## src/rtl/retire_gated_miss_buffer.sv

```systemverilog
module retire_gated_miss_buffer #(
  parameter int BASE_ENTRIES  = 2,
  parameter int EXTRA_ENTRIES = 2,
  parameter int LINE_ADDR_W   = 26,
  parameter int LINE_W        = 64,
  parameter int NUM_IDS       = 8,
  localparam int ENTRIES = BASE_ENTRIES + EXTRA_ENTRIES,
  localparam int SLOT_W  = (ENTRIES > 1) ? $clog2(ENTRIES) : 1,
  localparam int ID_W    = (NUM_IDS > 1) ? $clog2(NUM_IDS) : 1
) (
  input  logic                   clk,
  input  logic                   rst_n,
  input  logic                   req_valid,
  output logic                   req_ready,
  input  logic [LINE_ADDR_W-1:0] req_addr,
  input  logic [ID_W-1:0]        req_id,
  output logic                   req_hit,
  output logic [SLOT_W-1:0]      req_slot,
  output logic                   resp_valid,
  output logic [NUM_IDS-1:0]     resp_ids,
  output logic [LINE_W-1:0]      resp_data,
  output logic                   mem_req_valid,
  input  logic                   mem_req_ready,
  output logic [LINE_ADDR_W-1:0] mem_req_addr,
  output logic [SLOT_W-1:0]      mem_req_slot,
  input  logic                   mem_fill_valid,
  input  logic [SLOT_W-1:0]      mem_fill_slot,
  input  logic [LINE_W-1:0]      mem_fill_data,
  input  logic                   retire_valid,
  input  logic [SLOT_W-1:0]      retire_slot,
  input  logic                   squash_valid,
  input  logic [SLOT_W-1:0]      squash_slot,
  output logic                   line_wr_valid,
  output logic [LINE_ADDR_W-1:0] line_wr_addr,
  output logic [LINE_W-1:0]      line_wr_data,
  output logic                   drop_valid,
  output logic [LINE_ADDR_W-1:0] drop_addr
);

  logic [ENTRIES-1:0]     live, fetched, filled, retired, killed;
  logic [LINE_ADDR_W-1:0] tag_q  [ENTRIES];
  logic [LINE_W-1:0]      line_q [ENTRIES];
  logic [NUM_IDS-1:0]     wait_q [ENTRIES];
  logic [ENTRIES-1:0]     match, pend, ready_wr;

  function automatic logic [SLOT_W-1:0] lowest(input logic [ENTRIES-1:0] v);
    lowest = '0;
    for (int i = ENTRIES - 1; i >= 0; i--) if (v[i]) lowest = SLOT_W'(i);
  endfunction

  for (genvar g = 0; g < ENTRIES; g++) begin : g_cmp
    assign match[g] = live[g] & ~killed[g] & (tag_q[g] == req_addr);
  end

  assign pend     = live & ~fetched & ~killed;
  assign ready_wr = live & filled & retired & ~killed;

  logic [SLOT_W-1:0] hit_idx, free_idx, wr_idx;
  logic [NUM_IDS-1:0] id_bit;
  logic accept, handshake;

  assign hit_idx       = lowest(match);
  assign free_idx      = lowest(~live);
  assign wr_idx        = lowest(ready_wr);
  assign req_hit       = |match;
  assign req_slot      = req_hit ? hit_idx : free_idx;
  assign req_ready     = ~mem_fill_valid & (req_hit | ~&live);
  assign accept        = req_valid & req_ready;
  assign id_bit        = NUM_IDS'(1) << req_id;
  assign mem_req_valid = |pend;
  assign mem_req_slot  = lowest(pend);
  assign mem_req_addr  = tag_q[mem_req_slot];
  assign handshake     = mem_req_valid & mem_req_ready;

  always_ff @(posedge clk) begin
    if (!rst_n) begin
      live <= '0; fetched <= '0; filled <= '0; retired <= '0; killed <= '0;
      resp_valid <= 1'b0; line_wr_valid <= 1'b0; drop_valid <= 1'b0;
      resp_ids <= '0; resp_data <= '0; line_wr_addr <= '0; line_wr_data <= '0;
      drop_addr <= '0;
      for (int i = 0; i < ENTRIES; i++) begin
        tag_q[i] <= '0; line_q[i] <= '0; wait_q[i] <= '0;
      end
    end else begin
      resp_valid    <= 1'b0;
      line_wr_valid <= 1'b0;
      drop_valid    <= 1'b0;
      if (handshake) fetched[mem_req_slot] <= 1'b1;
      if (accept) begin
        if (req_hit) begin
          if (filled[hit_idx]) begin
            resp_valid <= 1'b1;
            resp_ids   <= id_bit;
            resp_data  <= line_q[hit_idx];
          end else begin
            wait_q[hit_idx] <= wait_q[hit_idx] | id_bit;
          end
        end else begin
          live[free_idx]    <= 1'b1;
          fetched[free_idx] <= 1'b0;
          filled[free_idx]  <= 1'b0;
          retired[free_idx] <= 1'b0;
          killed[free_idx]  <= 1'b0;
          tag_q[free_idx]   <= req_addr;
          wait_q[free_idx]  <= id_bit;
        end
      end
      if (mem_fill_valid && live[mem_fill_slot]) begin
        if (killed[mem_fill_slot]) begin
          live[mem_fill_slot] <= 1'b0;
          drop_valid <= 1'b1;
          drop_addr  <= tag_q[mem_fill_slot];
        end else begin
          filled[mem_fill_slot] <= 1'b1;
          line_q[mem_fill_slot] <= mem_fill_data;
          resp_valid <= 1'b1;
          resp_ids   <= wait_q[mem_fill_slot];
          resp_data  <= mem_fill_data;
        end
      end
      if (retire_valid && live[retire_slot]) retired[retire_slot] <= 1'b1;
      if (squash_valid && live[squash_slot] && !killed[squash_slot]) begin
        if (filled[squash_slot] || (mem_fill_valid && mem_fill_slot == squash_slot)) begin
          live[squash_slot] <= 1'b0;
          drop_valid <= 1'b1;
          drop_addr  <= tag_q[squash_slot];
        end else if (fetched[squash_slot] || (handshake && mem_req_slot == squash_slot)) begin
          killed[squash_slot] <= 1'b1;
        end else begin
          live[squash_slot] <= 1'b0;
        end
      end
      if (|ready_wr) begin
        line_wr_valid <= 1'b1;
        line_wr_addr  <= tag_q[wr_idx];
        line_wr_data  <= line_q[wr_idx];
        live[wr_idx]  <= 1'b0;
      end
    end
  end

  for (genvar a = 0; a < ENTRIES; a++) begin : g_pair
    for (genvar b = a + 1; b < ENTRIES; b++) begin : g_other
      a_r3_one_fetch_per_line: assert property (@(posedge clk) disable iff (!rst_n)
        !(live[a] && live[b] && !killed[a] && !killed[b] && tag_q[a] == tag_q[b]));
    end
  end

  a_r11_no_accept_on_fill: assert property (@(posedge clk) disable iff (!rst_n)
    mem_fill_valid |-> !req_ready);

  a_r4_resp_has_requester: assert property (@(posedge clk) disable iff (!rst_n)
    resp_valid |-> resp_ids != '0);

  a_r2_fill_after_fetch: assert property (@(posedge clk) disable iff (!rst_n)
    mem_fill_valid |-> live[mem_fill_slot] && fetched[mem_fill_slot] && !filled[mem_fill_slot]);

  a_r5_held_line_answers: assert property (@(posedge clk) disable iff (!rst_n)
    (accept && req_hit && filled[req_slot]) |=> resp_valid);

  a_r6_write_needs_retire: assert property (@(posedge clk) disable iff (!rst_n)
    line_wr_valid |-> $past(retire_valid) || $past(|retired));

endmodule

```

## config.mk

```make
export PLATFORM = sky130hd
export DESIGN_NAME = retire_gated_miss_buffer
export DESIGN_NICKNAME = d
export VERILOG_FILES = /design/src/rtl/retire_gated_miss_buffer.sv
export SDC_FILE = /design/constraint.sdc
export NUM_CORES = 1
export LEC_CHECK = 0
export BUFFER_PORTS_ARGS = -buffer_cell sky130_fd_sc_hd__buf_2
export CAP_MARGIN = 15
export CORE_MARGIN = 5
export CORE_UTILIZATION = 64
export DETAILED_ROUTE_END_ITERATION = 12
export GPL_TIMING_DRIVEN = 0
export PLACE_DENSITY = 0.85
export SYNTH_ARGS = -nofsm -noshare
export SYNTH_HDL_FRONTEND = slang
export SYNTH_SLANG_ARGS = --single-unit
export TNS_END_PERCENT = 20
```

## constraint.sdc

```tcl
create_clock -name clk -period 17.1 [get_ports clk]
set_clock_uncertainty 0.05 [all_clocks]
set_input_delay 3.42 -clock clk [delete_from_list [all_inputs] [get_ports clk]]
set_output_delay 3.42 -clock clk [all_outputs]
set_load 0.05 [all_outputs]
```

==> metrics list <==
- Clock transition at the register clock pins on the worst setup and hold paths after CTS: 0.06 ns
- Post-CTS Repair Setup Buffers: 0
- When the netlist entered floorplanning its net count stood at 2,725.
* Post-route DRC violation count: 0
* Die footprint: 52,100 um^2
- TritonCTS clock tree: done
- # nets final: 3,109
* Worst Path Class, Setup: in2out
* Run status: finished, final reports clean
- Instance count of the mapped netlist: 2,619
- Post-cts sizing count: 0
* Fraction of layout instances using a drive strength above 1: 0.189
- Detailed-router iteration count before antenna repair: 6
* Worst-margin pin slew: 1.17 ns
- Largest net degree at the start of global routing: 44
* Leak Pwr: 16.2 nW
* Placeable core region: 47,400 um^2
- Across all setup checks in the final design, the least slack found is 7.15 ns.
- Proportion of synthesized chip area in sequential cells: 0.524
- The worst register-to-register path has a depth of 10.
- Ports placed on the boundary: 330
- Post-synthesis register bit count: 603
- GRT overflow: 0
- Setup slack on the worst flop-to-flop path: 12.53 ns
- CTS placed an instance of sky130_fd_sc_hd__clkbuf_16 at the clock tree root.
- Derived from the worst setup path, the maximum achievable clock frequency is 100 MHz.
- Final hold analysis gives a worst-case slack of 0.409 ns.
- Data on the critical path is required at its endpoint by 13.63 ns.
- Height of the chip: 228 um
* Via count of the routed design: 25,670
* Total number of placement rows: 80
- In this run the critical register-to-register path is captured at wait_q[0][3].
- Measured along the x axis, the die boundary spans 228 um.
* Placement-stage worst setup slack: 7.22 ns
- The initial utilization of the core area, before any placement, comes to 0.643.
- TritonCTS sink count: 603
* Global Route Usage Sum: 0.385
- Count of final setup violators: 0
- Yosys mapped the design onto 72 distinct sky130hd cell types.
* Growth of design area from synthesis to finish: 15.9%
- Mapped Area: 30,500 um^2
- Deepest level of the CTS H-tree: 3
* Maximum fanout along the worst path: 10
- Following the worst setup path forward leads to its endpoint at req_slot[0].
- The number of clock buffers added by TritonCTS is 66.
- Number of enable flip-flop cells after synthesis: 392
- Prevailing post-synth register cell: sky130_fd_sc_hd__edfxtp_1
* Endpoint type of the worst setup path: primary output
- The startpoint identified for the worst register-to-register timing path is tag_q[1][14].
- STA classifies the critical path startpoint as a primary input.
* Cell area after layout: 35,400 um^2
- Number of antenna-violating nets in the routed design: 0
* Iteration-0 DRC count of the detailed router: 4,183
* Clock buffer depth: 3
* Total wirelength of the detailed-routed design: 105 mm
- Avg Cell Area, Syn: 11.6 um^2
- RSZ-0062 raised after global routing: false
- Crit path from: req_addr[13]
- Peak ir drop on the vdd network: 85.7 uV
- Port Buf Inserts: 300
- In this run the cell area measured after placement is 33,200 um^2.
* Source-to-sink clock delay at the later pin of the worst-skew pair: 0.63 ns
- Worst hold path class: reg2reg
- Slew margin rel.: 0.219
- The layout has 3,124 filler cells.
- Final cycle utilization of the critical path: 0.582
- The via count of the first global-routing pass is 25,534.
* Ratio of total power to cell area: 93.9 nW/um^2
* Total power: 3.32 mW
- The congestion estimate from routability-driven global placement came to 0.985.
* Max-slew violation count: 0
* Wire length of the first global-routing pass: 155 mm
- Worst Path Arrival: 6.48 ns
* Final setup TNS: 0 ns
* Number of antenna violations at the first check in global routing: 16
- Worst hold path depth: 1
* Drt via density: 6.98
- Number of buffers inserted by hold repair at cts: 0
* Endpoints failing hold: 0
- HPWL reported at the end of detailed placement: 73.2 mm
- Yosys printed 0 warnings.
- Counting flops with an async set or reset pin after synthesis yields a share of 0.
- The tool flagged a number of max-cap violations equal to 0.
- Fin crit period: 9.95 ns
* Routed length per placed instance: 28.4 um
## cells by family (layout without fill, tap and decap cells)
| family | after synthesis | count (layout) | synth area share |
|---|---|---|---|
| buf+inv | 265 | 702 | 0.0426 |
| simple gates | 792 | 792 | 0.142 |
| other cells | 0 | 9 | 0 |
| xor+xnor | 107 | 107 | 0.0307 |
| compound gates | 572 | 572 | 0.142 |
| flops | 603 | 603 | 0.524 |
| mux | 280 | 280 | 0.119 |
## flip-flops by register name, indices dropped and copies added (netlist names), 4 cells and up
register and count:
retired 4, line_wr_addr 26, resp_ids 8, drop_addr 26, line_q 256, filled 4, wait_q 32, line_wr_data 64
live 4, fetched 4, tag_q 104, resp_data 64, killed 4
## worst min path at each step
stage / endpoint / from / slack [ns]
floorplan: retired[1] / retired[1] / 0.39
global placement: resp_data[63] / resp_data[63] / 0.39
detailed placement: resp_data[49] / resp_data[49] / 0.39
CTS: resp_data[44] / resp_data[44] / 0.41
global route: resp_data[56] / resp_data[56] / 0.43
finish: resp_data[13] / resp_data[13] / 0.41
## worst max-delay path, stage by stage
cell and delay (ns):
sky130_fd_sc_hd__buf_2 0.18, sky130_fd_sc_hd__xor2_1 0.19, sky130_fd_sc_hd__nor4_1 0.64, sky130_fd_sc_hd__and4_1 0.35
sky130_fd_sc_hd__nand3_1 0.13, sky130_fd_sc_hd__a21boi_1 0.53, sky130_fd_sc_hd__inv_2 0.08, sky130_fd_sc_hd__buf_2 0.27
sky130_fd_sc_hd__buf_2 0.26, sky130_fd_sc_hd__o21ai_0 0.12, sky130_fd_sc_hd__buf_2 0.31
## synthesized netlist by cell type, types with 63 or more instances
cell type / count / area (um^2)
sky130_fd_sc_hd__edfxtp_1: 392 / 11800
sky130_fd_sc_hd__and2_1: 271 / 1700
sky130_fd_sc_hd__mux2i_1: 214 / 2140
sky130_fd_sc_hd__dfxtp_1: 211 / 4220
sky130_fd_sc_hd__nand2_1: 183 / 687
sky130_fd_sc_hd__and3_1: 160 / 1000
sky130_fd_sc_hd__clkbuf_1: 160 / 601
sky130_fd_sc_hd__o21ai_0: 130 / 651
sky130_fd_sc_hd__a211oi_1: 90 / 676
sky130_fd_sc_hd__o211a_1: 90 / 901
sky130_fd_sc_hd__nor2_1: 84 / 315
sky130_fd_sc_hd__mux4_2: 65 / 1460
sky130_fd_sc_hd__a211o_1: 64 / 561
sky130_fd_sc_hd__a221oi_1: 64 / 561
sky130_fd_sc_hd__xor2_1: 63 / 552
## through the flow
| step | utilization | instances |
|---|---|---|
| after floorplan | - | 2619 |
| after global placement | 0.691 | 3534 |
| after detailed placement | 0.700 | 3550 |
| after CTS | 0.745 | 3671 |
| after global routing | 0.745 | 3677 |
| final | 0.745 | 3680 |
## metal layers
metal / share of wire / wire length, um / vias to the layer above / global-route usage
met4: 0.052 / 5440 / 16 / 0.181
met1: 0.34 / 36000 / 12342 / 0.486
li1: - / - / 10671 / -
met2: 0.46 / 48400 / 2190 / 0.612
met5: 0.0010 / 109 / - / 0
met3: 0.14 / 14600 / 451 / 0.121
## cell usage in the layout (no fill, tap or decap), types with 64 or more instances in the layout
master / n
sky130_fd_sc_hd__a211o_1: 64
sky130_fd_sc_hd__mux4_2: 65
sky130_fd_sc_hd__edfxtp_1: 392
sky130_fd_sc_hd__and3_1: 160
sky130_fd_sc_hd__a221oi_1: 64
sky130_fd_sc_hd__o21ai_0: 127
sky130_fd_sc_hd__nand2_1: 183
sky130_fd_sc_hd__nor2_1: 84
sky130_fd_sc_hd__o211a_1: 90
sky130_fd_sc_hd__a211oi_1: 90
sky130_fd_sc_hd__buf_2: 333
sky130_fd_sc_hd__mux2i_1: 214
sky130_fd_sc_hd__and2_1: 271
sky130_fd_sc_hd__clkbuf_16: 67
sky130_fd_sc_hd__clkbuf_1: 177
sky130_fd_sc_hd__dfxtp_1: 211
## area by class of cell
class,count,area (um^2),area share
clock inverters,28,284,0.00803
inverters,24,90.1,0.00255
repair buffers,316,1880,0.0530
multi-input cells,1751,13300,0.375
diodes,9,22.5,0.000637
flip-flops and latches,603,16000,0.452
plain buffers,241,1210,0.0342
clock buffers,93,1860,0.0525
well taps,615,769,0.0218
## where the power goes
part | internal, mW | switching [mW] | leakage [nW]
clock network | 0.826 | 0.603 | 1.06
registers | 1.59 | 0.0410 | 5.73
logic | 0.0893 | 0.169 | 9.41
total | 2.51 | 0.813 | 16.2
(Power assumes the default switching activity.)
